<file path="config.mk">
export PLATFORM = sky130hd
export DESIGN_NAME = alu32_core
export DESIGN_NICKNAME = d
export VERILOG_FILES = /design/src/rtl/alu32_pkg.sv /design/src/rtl/alu32_addsub.sv /design/src/rtl/alu32_bitwise.sv /design/src/rtl/alu32_core.sv
export SDC_FILE = /design/constraint.sdc
export NUM_CORES = 1
export LEC_CHECK = 0
export BUFFER_PORTS_ARGS = -buffer_cell sky130_fd_sc_hd__buf_4
export CAP_MARGIN = 25
export CELL_PAD_IN_SITES_DETAIL_PLACEMENT = 0
export CELL_PAD_IN_SITES_GLOBAL_PLACEMENT = 1
export CORE_AREA = 2 2 100 102
export DETAILED_ROUTE_END_ITERATION = 7
export DIE_AREA = 0 0 102 104
export PLACE_DENSITY = 0.81
export SLEW_MARGIN = 30
export SYNTH_ARGS = -nofsm -noshare
export SYNTH_HDL_FRONTEND = slang
export SYNTH_SLANG_ARGS = --single-unit
</file>
<file path="constraint.sdc">
create_clock -name vclk -period 11.1
set_input_delay 1.11 -clock vclk [all_inputs]
set_output_delay 1.11 -clock vclk [all_outputs]
set_load 0.01 [all_outputs]
</file>
<file path="src/rtl/alu32_pkg.sv">
package alu32_pkg;

  localparam int unsigned SEL_W = 4;

  typedef enum logic [SEL_W-1:0] {
    SEL_AND = 4'b0000,
    SEL_OR  = 4'b0001,
    SEL_ADD = 4'b0010,
    SEL_SUB = 4'b0110,
    SEL_SLT = 4'b0111,
    SEL_NOR = 4'b1100
  } alu_sel_e;

endpackage

</file>
<file path="src/rtl/alu32_addsub.sv">
module alu32_addsub #(
  parameter int unsigned WIDTH = 32
) (
  input  logic [WIDTH-1:0] opa,
  input  logic [WIDTH-1:0] opb,
  input  logic             do_sub,
  output logic [WIDTH-1:0] sum,
  output logic             cout,
  output logic             sgn_ovf
);
  localparam int unsigned MSB = WIDTH - 1;

  // Unsigned sum with an explicit carry-in, one bit wider than the operands.
  function automatic logic [WIDTH:0] wide_add(
    input logic [WIDTH-1:0] x,
    input logic [WIDTH-1:0] y,
    input logic             cin
  );
    return {1'b0, x} + {1'b0, y} + {{WIDTH{1'b0}}, cin};
  endfunction

  // Signed overflow: same-sign inputs whose sum sign flipped.
  function automatic logic ovf_rule(
    input logic xs,
    input logic ys,
    input logic ss
  );
    return (xs == ys) && (ss != xs);
  endfunction

  logic [WIDTH-1:0] b_eff;
  logic [WIDTH:0]   full;

  assign b_eff   = do_sub ? ~opb : opb;
  assign full    = wide_add(opa, b_eff, do_sub);
  assign sum     = full[MSB:0];
  assign cout    = full[WIDTH];
  assign sgn_ovf = ovf_rule(opa[MSB], b_eff[MSB], full[MSB]);
endmodule

</file>
<file path="src/rtl/alu32_bitwise.sv">
module alu32_bitwise #(
  parameter int unsigned WIDTH = 32
) (
  input  logic [WIDTH-1:0] opa,
  input  logic [WIDTH-1:0] opb,
  output logic [WIDTH-1:0] and_w,
  output logic [WIDTH-1:0] or_w,
  output logic [WIDTH-1:0] nor_w
);
  for (genvar i = 0; i < WIDTH; i++) begin : g_bit
    assign and_w[i] = opa[i] & opb[i];
    assign or_w[i]  = opa[i] | opb[i];
    assign nor_w[i] = ~(opa[i] | opb[i]);
  end
endmodule

</file>
<file path="src/rtl/alu32_core.sv">
module alu32_core
  import alu32_pkg::*;
#(
  parameter int unsigned WIDTH = 32
) (
  input  logic [WIDTH-1:0] a,
  input  logic [WIDTH-1:0] b,
  input  logic [SEL_W-1:0] op_sel,
  output logic [WIDTH-1:0] result,
  output logic             zero,
  output logic             overflow,
  output logic             carry_out
);
  localparam int unsigned MSB = WIDTH - 1;

  // Decoded selects, brought out as named wires.
  logic is_and, is_or, is_add, is_sub, is_slt, is_nor, is_arith, is_known;

  assign is_and   = (op_sel == SEL_AND);
  assign is_or    = (op_sel == SEL_OR);
  assign is_add   = (op_sel == SEL_ADD);
  assign is_sub   = (op_sel == SEL_SUB);
  assign is_slt   = (op_sel == SEL_SLT);
  assign is_nor   = (op_sel == SEL_NOR);
  assign is_arith = is_add | is_sub;
  assign is_known = is_and | is_or | is_arith | is_slt | is_nor;

  logic [WIDTH-1:0] sum_w, and_w, or_w, nor_w;
  logic             cout_raw, ovf_raw, less_w;

  alu32_addsub #(.WIDTH(WIDTH)) u_addsub (
    .opa     (a),
    .opb     (b),
    .do_sub  (is_sub | is_slt),
    .sum     (sum_w),
    .cout    (cout_raw),
    .sgn_ovf (ovf_raw)
  );

  alu32_bitwise #(.WIDTH(WIDTH)) u_bitwise (
    .opa   (a),
    .opb   (b),
    .and_w (and_w),
    .or_w  (or_w),
    .nor_w (nor_w)
  );

  // Signed less-than: difference sign corrected by overflow.
  assign less_w = sum_w[MSB] ^ ovf_raw;

  always_comb begin
    result = '0;
    if (is_and)   result = and_w;
    if (is_or)    result = or_w;
    if (is_arith) result = sum_w;
    if (is_slt)   result = {{(WIDTH-1){1'b0}}, less_w};
    if (is_nor)   result = nor_w;
  end

  assign zero      = ~|result;
  assign overflow  = ovf_raw  & is_arith;
  assign carry_out = cout_raw & is_arith;

  // Checks held next to the result and flag logic.
  always_comb begin
    if (is_slt) begin
      assert_slt_signed_R7: assert (result[MSB:1] == '0 &&
                                    result[0] == ($signed(a) < $signed(b)))
        else $error("slt mismatch");
    end
    if (!is_arith) begin
      assert_flags_idle_R6: assert (!overflow && !carry_out)
        else $error("flags set outside add/sub");
    end
    if (is_add) begin
      assert_add_carry_R3: assert ({carry_out, result} == ({1'b0, a} + {1'b0, b}))
        else $error("add sum/carry mismatch");
    end
    if (is_sub && a == b) begin
      assert_sub_equal_R4: assert (zero && carry_out && !overflow)
        else $error("equal subtract flags wrong");
    end
    if (!is_known) begin
      assert_unlisted_R10: assert (result == '0 && zero)
        else $error("unlisted select nonzero");
    end
  end
endmodule

</file>
# Yosys cells after proc, flatten, opt, wreduce, memory -nomap -nowiden
# Cells that the tools add are included.
[totals]
out_inout_bits = 35
word_cells = 121
register_bits = 0
input_bits = 68
[op_classes]
n_eq_ne = 7
muxes = 6
n_bitwise = 102
reduce_logical = 4
add_sub_neg = 2
[ops]
columns = ["operator", "n"]
rows = [
  ["32-bit two-way mux", 6],
  ["1-bit AND", 34],
  ["1-bit OR", 34],
  ["32-bit by 32-bit adder with 33-bit output", 1],
  ["33-bit by 1-bit adder with 33-bit output", 1],
  ["1-bit NOT", 32],
  ["32-bit NOT", 1],
  ["32-bit OR reduction", 1],
  ["4-bit by 3-bit == test with 1-bit output (second input constant)", 2],
  ["4-bit by 1-bit == test with 1-bit output (second input constant)", 1],
  ["4-bit by 2-bit == test with 1-bit output (second input constant)", 1],
  ["4-bit == test (second input constant)", 1],
  ["4-bit logical NOT", 1],
  ["1-bit == test", 1],
  ["1-bit logical AND", 1],
  ["1-bit logical NOT", 1],
  ["1-bit inequality test", 1],
  ["1-bit bitwise XOR", 1],
]

# Logic depth before layout (Yosys ltp)
[logic_depth]
depth_word = 12
ltp_mapped = 16
depth_no_buf = 13

# Hierarchy
# A second synthesis with hierarchy kept.
[hier_totals]
hier_cells = 617
area_unflattened_um2 = 3967.6
[by_module_without_submodules]
columns = ["mod", "n_inst", "seq_area_each_um2", "area_per_inst_um2", "cells_per_inst"]
rows = [
  ["alu32_addsub", 1, 0.0, 2005.7, 277],
  ["alu32_core", 1, 0.0, 1401.3, 244],
  ["alu32_bitwise", 1, 0.0, 560.5, 96],
]

# Worst setup path after synthesis
# Ideal clock, no wire load.
[synth_timing]
path_type = "input-to-output"
startpoint = "input port op_sel[3]"
endpoint = "output port zero"
stages = 16
arrival_ns = 4.939
slack_ns = 5.051
cell_sequence = "clkbuf_1 -> clkbuf_1 -> nand3b_1 -> buf_1 -> xnor2_1 -> ha_1 -> clkbuf_1 -> nand2_1 -> or3_1 -> a211oi_2 -> o211ai_1 -> a31oi_2 -> o32ai_1 -> or4_1 -> nor4_2 -> and4_1"
[synth_between]
elab_cells_between_ends = 22
[synth_lines]
columns = ["item", "line_no", "rtl"]
rows = [
  ["start, declared", "alu32_core.sv:8", "input logic [SEL_W-1:0] op_sel,"],
  ["4-bit by 3-bit == test with 1-bit output, on equally long branches", "alu32_core.sv:22, alu32_core.sv:23", ""],
  ["1-bit OR", "alu32_core.sv:34", ".do_sub (is_sub | is_slt),"],
  ["32-bit two-way mux", "alu32_addsub.sv:34", "assign b_eff = do_sub ? ~opb : opb;"],
  ["32-bit by 32-bit adder with 33-bit output", "alu32_addsub.sv:19", "return {1'b0, x} + {1'b0, y} + {{WIDTH{1'b0}}, cin};"],
  ["33-bit by 1-bit adder with 33-bit output", "alu32_addsub.sv:19", ""],
  ["32-bit two-way mux", "alu32_core.sv:55", "if (is_arith) result = sum_w;"],
  ["32-bit two-way mux", "alu32_core.sv:56", "if (is_slt) result = {{(WIDTH-1){1'b0}}, less_w};"],
  ["32-bit two-way mux (*)", "alu32_core.sv:57", "if (is_nor) result = nor_w;"],
  ["named net result[30]", "alu32_core.sv:9", "output logic [WIDTH-1:0] result,"],
  ["32-bit OR reduction (*)", "alu32_core.sv:60", "assign zero = ~|result;"],
  ["1-bit logical NOT (*)", "alu32_core.sv:60", ""],
  ["end, declared", "alu32_core.sv:10", "output logic zero,"],
]
# The timed path passes the listed nets; every way through them passes the cells marked *.

# Worst setup path in the final report
[layout_timing]
startpoint = "input port op_sel[1]"
endpoint = "output port zero"
[layout_between]
elab_chain_len = 12
elab_cells_between_ends = 22
[layout_rtl]
columns = ["item", "line_no", "rtl"]
rows = [
  ["4-bit by 3-bit == test with 1-bit output, on equally long branches", "alu32_core.sv:22, alu32_core.sv:23", ""],
  ["1-bit OR", "alu32_core.sv:34", ""],
  ["32-bit two-way mux", "alu32_addsub.sv:34", ""],
  ["32-bit by 32-bit adder with 33-bit output", "alu32_addsub.sv:19", ""],
  ["33-bit by 1-bit adder with 33-bit output", "alu32_addsub.sv:19", ""],
  ["1-bit inequality test", "alu32_addsub.sv:28", "return (xs == ys) && (ss != xs);"],
  ["1-bit logical AND", "alu32_addsub.sv:28", ""],
  ["1-bit bitwise XOR", "alu32_core.sv:49", "assign less_w = sum_w[MSB] ^ ovf_raw;"],
  ["32-bit two-way mux", "alu32_core.sv:56", ""],
  ["32-bit two-way mux (*)", "alu32_core.sv:57", ""],
  ["32-bit OR reduction (*)", "alu32_core.sv:60", ""],
  ["1-bit logical NOT (*)", "alu32_core.sv:60", ""],
]
# Mark *: on every way between the ends. The rest lies on a longest branch, timed or not.

==> out/metrics.csv <==
metric;value;unit
final core occ;0.480;
first-pass iteration count of the detailed router;5;
Syn Inst Count;536;
# rows;36;
Syn Area/Cell;6.97;um^2
ant diodes;0;
Detailed Route WL;14800;um
Post-Place Worst Slack;4.10;ns
Slew @ Worst Pin;0.889;ns
critical path required time;9.99;ns
num sequential;0;
outcome;finished clean;
Total Nets Final;724;
Hold Fails Final Rpt;0;
RSZ-0062 raised after global routing;no;
static leakage;0.00183;uW
Final Max Slew Viols;0;
Hold Buf Count CTS;0;
most frequent cells in the layout;buf_4 (106), a21oi_1 (67), ha_1 (41);
GRT Residual Overflow;0;
Detail Placement HPWL;11800;um
I/O pin count;103;
initial DRC count;236;
initial antenna violation count;0;
post-synth net total;646;
DIE AREA;10600;um^2
total global-route track usage;0.274;
CP endpoint kind;output pin;
fmax;142;MHz
vias in the first global route;4426;
FF+latch area;0;um^2
detailed-route vias per instance;6.17;
arrival time worst endpoint;5.92;ns
VDD IR max;0.0000270;V
multi-input logic area;3560;um^2
placed cell areas;4580;um^2
mapped cell area;3730;um^2
Tcrit/Tclk final;0.633;
Port Buf Inserts;103;
largest net degree at the start of global routing;40;
finished layout cell area;4580;um^2
critical path class;input port to output pin;
Final GP Congestion;0.918;
Synth-to-Final Area Change;22.7;%
Critical Path Fanout Max;25;
setup bufs post-CTS;0;
Fill cells;1022;
Chip Height;104;um
sequential-to-total area share from yosys stat;0;
final setup fails;0;
Antenna Nets Post-Route;0;
layout cells sized above 1;0.196;
Synth Warn #;0;
first-pass GRT wire length;23600;um
total number of vias;4600;
area of the core;9550;um^2
Worst Setup Slack, final;4.07;ns
Die W;102;um
most common cell after layout, fill and taps aside;buf_4;
Post-CTS Resized;0;
Period minus WS final;7.03;ns
Max-Slew Margin vs Limit;0.406;
clock buffers;0;
number of max-cap violations;0;
drt drc;0;
final setup TNS;0;ns
Pwr Density;60.9;nW/um^2
Avg WL per Cell;19.9;um
synth unique cells;71;
hold crit path type;input port to output pin;
crit start category;input port;
Initial Util;0.391;
## synthesized netlist by cell type, drive strengths merged, types with 12 or more instances
| master | n | area share |
|---|---|---|
| a21oi | 67 | 0.090 |
| o21ai | 17 | 0.023 |
| buf | 12 | 0.016 |
| nand3 | 12 | 0.016 |
| ha | 41 | 0.14 |
| inv | 17 | 0.017 |
| nor3 | 33 | 0.044 |
| xnor2 | 40 | 0.094 |
| o32ai | 13 | 0.030 |
| clkbuf | 18 | 0.018 |
| maj3 | 30 | 0.080 |
| nand2 | 41 | 0.042 |
| nor2 | 30 | 0.030 |
## per-stage QoR
stage | instances | hold WS (ns) | total power, uW
floorplan | 536 | 2.33 | 182
global placement | 745 | 2.59 | 273
detailed placement | 745 | 2.59 | 274
CTS | 745 | 2.59 | 276
global route | 745 | 2.61 | 306
finish | 745 | 2.58 | 279
## per-layer routing
layer,GRT usage,share of wire,vias to the layer above
li1,-,-,2236
met1,0.365,0.43,2150
met2,0.477,0.48,186
met3,0.0168,0.062,28
met4,0.0667,0.026,0
met5,0,0,-
## layout make-up
type / instances / area share
well taps: 133 / 0.0363
multi-input cells: 489 / 0.776
repair buffers: 106 / 0.174
inverters: 17 / 0.0139
## critical path: stages
cell and delay (ns):
buf_4 0.30, nand3b_1 0.70, buf_4 0.53, xnor2_1 0.17, ha_1 0.46, nand2_1 0.21
or3_1 0.43, a211oi_2 0.29, o211ai_1 0.20, a31oi_2 0.22, o32ai_1 0.15, or4_1 0.57
nor4_2 0.20, and4_1 0.23, buf_4 0.12
## power by group
| part | switching (uW) | internal (uW) | leakage [uW] |
|---|---|---|---|
| Clock | 0 | 0 | 0 |
| Combinational | 164 | 116 | 0.00183 |
| Sequential | 0 | 0 | 0 |
## path summary, 6_finish.rpt
path | endpoint | depth (start not counted) | slack, ns | from
worst max-delay path | zero | 15 | 4.07 | op_sel[1]
worst min-delay path | result[1] | 3 | 2.58 | b[1]
## kinds of logic (layout without fill, tap and decap cells)
kind of cell | count (synthesis) | count (layout) | synth area share
AO/OA/AOI/OAI | 198 | 198 | 0.371
AND/OR/NAND/NOR | 175 | 175 | 0.252
buffers and inverters | 47 | 123 | 0.0513
adder cells (fa/ha/maj) | 72 | 72 | 0.223
XOR/XNOR | 44 | 44 | 0.103
Note: power is estimated with default switching activity, not from simulation.
